### src/rtl/step_ctr_pkg.sv
package step_ctr_pkg;
  // Default geometry of the counter.
  localparam int CNT_W_DEF   = 4;
  localparam int MODULUS_DEF = 13;
endpackage

### src/rtl/step_clamp.sv
// Limits the skip amount to the legal range and forms the step (skip+1).
module step_clamp #(
  parameter int W     = 4,
  parameter int LIMIT = 11
) (
  input  logic [W-1:0] skip_i,
  output logic [W:0]   step_o
);
  localparam logic [W:0] LIM_EXT = (W+1)'(LIMIT);

  logic [W:0] skip_ext;

  always_comb begin
    skip_ext = {1'b0, skip_i};
    if (skip_ext > LIM_EXT) step_o = LIM_EXT + 1'b1;
    else                    step_o = skip_ext + 1'b1;
  end

  // an oversized skip produces the largest legal step
  always_comb begin
    if (skip_ext > LIM_EXT)
      a_clamp_top_r7: assert (step_o == LIM_EXT + 1'b1);
    a_step_bound_r1: assert (step_o >= 1 && step_o <= LIM_EXT + 1'b1);
  end
endmodule

### src/rtl/mod_wrap_add.sv
// Adds the step to the current value and folds the result back below MODULUS.
module mod_wrap_add #(
  parameter int W       = 4,
  parameter int MODULUS = 13
) (
  input  logic [W-1:0] cur_i,
  input  logic [W:0]   step_i,
  output logic [W-1:0] nxt_o
);
  localparam logic [W:0] MOD_EXT = (W+1)'(MODULUS);

  logic [W:0] sum;

  always_comb begin
    sum = {1'b0, cur_i} + step_i;
    if (sum >= MOD_EXT) nxt_o = W'(sum - MOD_EXT);
    else                nxt_o = W'(sum);
  end
endmodule

### src/rtl/count_reg.sv
// Holding register for the count with synchronous reset and enable.
module count_reg #(
  parameter int W = 4
) (
  input  logic         clk,
  input  logic         rst,
  input  logic         en,
  input  logic [W-1:0] d_i,
  output logic [W-1:0] q_o
);
  always_ff @(posedge clk) begin
    if (rst)     q_o <= '0;
    else if (en) q_o <= d_i;
  end

  // reset clears the register regardless of enable
  p_reset_r2: assert property (@(posedge clk) rst |=> (q_o == '0));

  // a disabled edge keeps the value
  p_hold_r6: assert property (@(posedge clk) disable iff (rst)
    !en |=> $stable(q_o));
endmodule

### src/rtl/mod_step_counter.sv
// Counter that advances by skip+1 per enabled edge and wraps modulo MODULUS.
module mod_step_counter
  import step_ctr_pkg::*;
#(
  parameter int CNT_W   = CNT_W_DEF,
  parameter int MODULUS = MODULUS_DEF
) (
  input  logic             clk,
  input  logic             rst,
  input  logic             en,
  input  logic [CNT_W-1:0] skip,
  output logic [CNT_W-1:0] count
);
  localparam int SKIP_MAX = MODULUS - 2;

  logic [CNT_W:0]   step;
  logic [CNT_W-1:0] next_val;

  step_clamp #(.W(CNT_W), .LIMIT(SKIP_MAX)) u_clamp (
    .skip_i (skip),
    .step_o (step)
  );

  mod_wrap_add #(.W(CNT_W), .MODULUS(MODULUS)) u_add (
    .cur_i  (count),
    .step_i (step),
    .nxt_o  (next_val)
  );

  count_reg #(.W(CNT_W)) u_reg (
    .clk (clk),
    .rst (rst),
    .en  (en),
    .d_i (next_val),
    .q_o (count)
  );

  // the count never leaves its window
  p_range_r1: assert property (@(posedge clk) disable iff (rst)
    int'(count) < MODULUS);

  // each enabled edge advances by the step, modulo MODULUS
  p_step_r3: assert property (@(posedge clk) disable iff (rst)
    en |=> int'(count) == (int'($past(count)) + int'($past(step))) % MODULUS);
endmodule

### config.mk
export PLATFORM = sky130hd
export DESIGN_NAME = mod_step_counter
export DESIGN_NICKNAME = d
export VERILOG_FILES = /design/src/rtl/step_ctr_pkg.sv /design/src/rtl/step_clamp.sv /design/src/rtl/mod_wrap_add.sv /design/src/rtl/count_reg.sv /design/src/rtl/mod_step_counter.sv
export SDC_FILE = /design/constraint.sdc
export NUM_CORES = 1
export LEC_CHECK = 0
export BUFFER_PORTS_ARGS = -buffer_cell sky130_fd_sc_hd__buf_2
export CAP_MARGIN = 30
export CORE_AREA = 2 2 39 41
export CTS_CLUSTER_SIZE = 8
export DETAILED_ROUTE_END_ITERATION = 8
export DIE_AREA = 0 0 41 43
export SYNTH_ARGS = -nofsm -noshare
export SYNTH_HDL_FRONTEND = slang
export SYNTH_SLANG_ARGS = --single-unit
### constraint.sdc
create_clock -name clk -period 8.07 [get_ports clk]
set_input_delay 1.614 -clock clk [delete_from_list [all_inputs] [get_ports clk]]
set_output_delay 1.614 -clock clk [all_outputs]
set_load 0.01 [all_outputs]
==> impl_metrics.ini, run 1 <==
[outcome]
outcome = complete, no violations

[routing]
final_antenna_net_count = 0
wl_per_cell_um = 10.9
drc_errors = 0
viasPerCell = 5.21
vias = 422
first_pass_iters = 4
drt-initial-drc-count = 4
wirelength_um = 885

[setup_path]
start_kind = input port
crit_top_cell = ha_1
path_class = input port to flip-flop
rr_endpoint = u_reg.q_o[1]
slowest_delay_ps = 500
crit_slowest_cell = fa_1
worstPathArrival_ps = 3950
reg2reg_depth = 8
critPathRequiredTime_ps = 8190
end_kind = flip-flop
crit_chain = buf_2, ha_1, a21boi_0, fa_1, inv_1, ha_1, nor3_1, a311o_1, o21a_1, o311a_1
worstReg2RegStart = u_reg.q_o[0]
r2r_slack_ps = 5800
path_max_fanout = 4

[logic_synthesis]
syn_avg_cell_area_um2 = 8.33
ys_ff_latch = 4
yosysUniqueCellTypes = 24
synth_top_cell_area_share = 0.202
synthTopCellsByArea = ha_1 20%, dfxtp_1 18%, nor2_1 6.9%, o211ai_1 5.2%, a21oi_1 4.6%
syn_nets = 67
post-synth-top-area-cell = ha_1
synthCells = 52
netlist_area_um2 = 433
ys_warn_count = 0
seq_area_frac_synth = 0.185

[timing]
clock_skew_ps = 0.758
max_freq_mhz = 261
rsz0062_at_grt = false
period_share = 0.474
tightest_slew_ps = 335
slew_headroom = 0.774
final_max_slew_viol_count = 0
hold_viol_final = 0
tns_ps = 0
whs_ps = 502
period_minus_slack_ps = 3830
setup_viol = 0

[layout]
layout_commonest_cell = buf_2
regMostFlops = u_reg.q_o
drive_above_1_share = 0.215
antennaDiodeCount = 0
syn_to_final_growth_pct = 21.4
final_nets = 82
layout_common_cells = 10 x buf_2, 8 x nor2_1, 7 x ha_1
largest_reg_flops = 4
largestRegisters = u_reg.q_o: 4 flops

[floorplan]
die_area_mm2 = 0.00176
start_util = 0.313
rows = 14
die_y_um = 43
io_pins = 11
coreArea_mm2 = 0.00138
die_w_um = 41

[pwr]
p_leak_nw = 0.269
ir_worst_vdd_uv = 117
power_density_mw_per_mm2 = 253
total_power_mw = 0.133

[grt]
overflow = 0
grt_pass1_vias = 385
antenna_found_initial = 0
track_usage = 0.136
grt_start_max_net_pins = 8
grt_pass1_wl_mm = 1.66

[clocking]
hold_buffers = 0
htreeDepth = 1
clock-sinks = 4
cts_resized = 0
cts_tree = yes
clockBufferDepth = 2
cts_buffers = 3
cts_setup_buffers = 0
clk_latency_ps = 240
clk_pin_slew_ps = 30
cts-root-buf = clkbuf_4

[min_path]
worstHoldEndpoint = u_reg.q_o[3]
worstHoldPathCells = 2
min_path_type = flip-flop to flip-flop
hold_start = u_reg.q_o[3]

[flow_run]
drv_cap = 0

[place]
place_congestion = 0.722
port_buffers = 10
place_hpwl_um = 744
## layout make-up
type,instances,area [µm²]
clock buffer,3,22.5
fill,150,858
inverter,3,11.3
multi-input combinational,45,342
sequential,4,80.1
tap,16,20.0
timing repair buffer,10,50.0
## Yosys cell counts (all sizes together)
library cell / count
ha: 7
a21o: 2
a21oi: 4
o221ai: 1
a311oi: 1
a311o: 1
nand2: 2
xnor2: 1
or3: 3
or2: 1
o211ai: 3
a31o: 1
nor2: 8
and3: 1
o21a: 1
a211o: 1
fa: 1
nor3: 2
a21boi: 1
o2111ai: 1
o211a: 1
o311a: 1
dfxtp: 4
inv: 3
## worst max-delay path: cells and delay by family
family | cells | cell delay (ps)
AO/OA/AOI/OAI | 4 | 1110
adder cells (fa/ha/maj) | 3 | 920
buffers and inverters | 2 | 250
AND/OR/NAND/NOR | 1 | 50
## power breakdown
| group | switching, mW | internal, mW | total, mW | leakage, nW |
|---|---|---|---|---|
| clock | 0.00785 | 0.0166 | 0.0245 | 0.0138 |
| sequential | 0.00486 | 0.0251 | 0.0299 | 0.0332 |
| combinational | 0.0436 | 0.0347 | 0.0783 | 0.222 |
## routing by layer
metal / track usage / vias up / routed length, µm
met1: 0.206 / 179 / 468
met2: 0.175 / 10 / 374
li1: - / 231 / -
met4: 0.0800 / 0 / 17
met3: 0.0157 / 2 / 24
met5: 0 / - / 0
## cells by family (layout without fill, tap and decap cells)
logic type / count (synthesis) / in the layout / share of synthesized area
AOI/OAI and AO/OA: 19 / 19 / 0.338
xor gates and xnor gates: 1 / 1 / 0.0202
adders and majority gates: 8 / 8 / 0.249
buffers and inverters: 3 / 16 / 0.0260
DFF: 4 / 4 / 0.185
and+or+nand+nor: 17 / 17 / 0.182
## worst max path at each step
stage	from	endpoint	slack, ps	cells past startpoint
5_1_grt	skip[0]	u_reg.q_o[1]	4080	10
6_report	skip[0]	u_reg.q_o[1]	4240	10
3_3_place_gp	skip[0]	u_reg.q_o[1]	3970	10
4_1_cts	skip[0]	u_reg.q_o[1]	4230	10
3_5_place_dp	skip[0]	u_reg.q_o[1]	3990	10
2_1_floorplan	skip[0]	u_reg.q_o[1]	4260	9
## metrics by stage
| stage | utilization | cells | instance area [µm²] | setup slack [ps] |
|---|---|---|---|---|
| after global placement | 0.363 | 78 | 503 | 3970 |
| after CTS | 0.380 | 81 | 526 | 4230 |
| after detailed placement | 0.363 | 78 | 503 | 3990 |
| final | 0.380 | 81 | 526 | 4240 |
| after global routing | 0.380 | 81 | 526 | 4080 |
| after floorplan | - | 52 | 433 | 4260 |
No activity file was read; power rests on OpenSTA's default activity.
==> run 2: changes to the inputs <==
clock period = 3.75 ns   (was 8.07 ns; I/O delays follow)
==> run 2 against run 1 <==
  * Die area unchanged
  * Combinational power increased by 110%
  * Final area unchanged
  * Sequential power increased by 120%
  * Non-clock buffer count unchanged
==> impl_metrics.ini, run 2 (same netlist as run 1, synthesis figures left out) <==
[setup_path]
worstPathArrival_ps = 3090
critPathRequiredTime_ps = 3870
path_class = input port to flip-flop
start_kind = input port
path_max_fanout = 4
end_kind = flip-flop

[routing]
viasPerCell = 5.30
final_antenna_net_count = 0
wl_per_cell_um = 10.8
vias = 429
drc_errors = 0
drt-initial-drc-count = 7
wirelength_um = 878
first_pass_iters = 4

[timing]
slew_headroom = 0.760
hold_viol_final = 0
final_max_slew_viol_count = 0
period_share = 0.794
setup_viol = 0
period_minus_slack_ps = 2980
rsz0062_at_grt = false
tightest_slew_ps = 357
clock_skew_ps = 0.565
tns_ps = 0
max_freq_mhz = 336
whs_ps = 496

[grt]
gr-usage-met1 = 0.194
grt.busiest_layer = met1
overflow = 0
antenna_found_initial = 0
grt_pass1_vias = 421
grt_pass1_wl_mm = 1.64
grt_util_met3 = 0.0157
track_usage = 0.134
use_met2 = 0.191
grt_start_max_net_pins = 8

[layout]
layout_common_cells = 10 x buf_2, 8 x nor2_1, 7 x ha_1
syn_to_final_growth_pct = 21.4
fin_util = 0.380
drive_above_1_share = 0.215
antennaDiodeCount = 0
layout_commonest_cell = buf_2
largestRegisters = u_reg.q_o: 4 flops
stdcell_count = 81
regMostFlops = u_reg.q_o
largest_reg_flops = 4
final_nets = 82

[floorplan]
coreArea_mm2 = 0.00138
die_y_um = 43
rows = 14
die_w_um = 41
io_pins = 11
die_area_mm2 = 0.00176
start_util = 0.313

[flow_run]
drv_cap = 0

[clocking]
cts-root-buf = clkbuf_4
htreeDepth = 1
clk_latency_ps = 230
clockBufferDepth = 2
cts_buffers = 3
cts_setup_buffers = 0
clock-sinks = 4
hold_buffers = 0
clk_pin_slew_ps = 40
cts_resized = 0
cts_tree = yes

[pwr]
switchingPower_mw = 0.120
p_sw_frac = 0.421
seqPwrFrac = 0.228
total_power_mw = 0.285
p_leak_nw = 0.269
power_density_mw_per_mm2 = 542
ir_worst_vdd_uv = 194
p_comb_frac = 0.588
p_clk_frac = 0.184
intPower_mw = 0.165

[outcome]
outcome = complete, no violations

[place]
placed_cells = 78
place_hpwl_um = 754
port_buffers = 10
place_congestion = 0.713

[min_path]
min_path_type = flip-flop to flip-flop
run 2: cell counts in the layout (fill, tap and decap cells not counted):
Identical to the previous run, type by type.
run 2: through the flow:
stage	setup WS, ps	instance area, µm²
floorplan	802	433
global placement	527	503
detailed placement	529	503
CTS	763	526
global route	598	526
finish	772	526
run 2: worst paths after layout:
path,cells after the start,to,slack (ps),start
hold / removal,2,u_reg.q_o[3],500,u_reg.q_o[3]
setup reg to reg,8,u_reg.q_o[1],1490,u_reg.q_o[0]
setup / recovery,10,u_reg.q_o[1],770,skip[0]
hold reg to reg,2,u_reg.q_o[3],500,u_reg.q_o[3]
run 2: area by class of cell:
class                      count  area, µm²
tap                           16       20.0
fill                         158        858
inverter                       3       11.3
clock buffer                   3       22.5
timing repair buffer          10       50.0
sequential                     4       80.1
multi-input combinational     45        342
run 2: per-layer routing:
metal  routed length (µm)  vias up
li1                     -      232
met1                  418      185
met2                  416       12
met3                   42        0
met4                    0        0
met5                    0        -
run 2: worst max-delay path, stage by stage:
cell and delay (ps):
buf_2 120, ha_1 260, a21boi_0 320, fa_1 500
inv_1 140, ha_1 160, nor3_1 50, a311o_1 300
o21a_1 210, o311a_1 280
run 2: power groups by stage:
| stage | clock network, mW | logic (mW) | registers [mW] |
|---|---|---|---|
| after CTS | 0.0556 | 0.169 | 0.0653 |
| after floorplan | 0 | 0.123 | 0.0688 |
| after global placement | 0 | 0.167 | 0.0660 |
| after detailed placement | 0 | 0.167 | 0.0658 |
| final | 0.0524 | 0.168 | 0.0649 |
| after global routing | 0.0578 | 0.198 | 0.0677 |
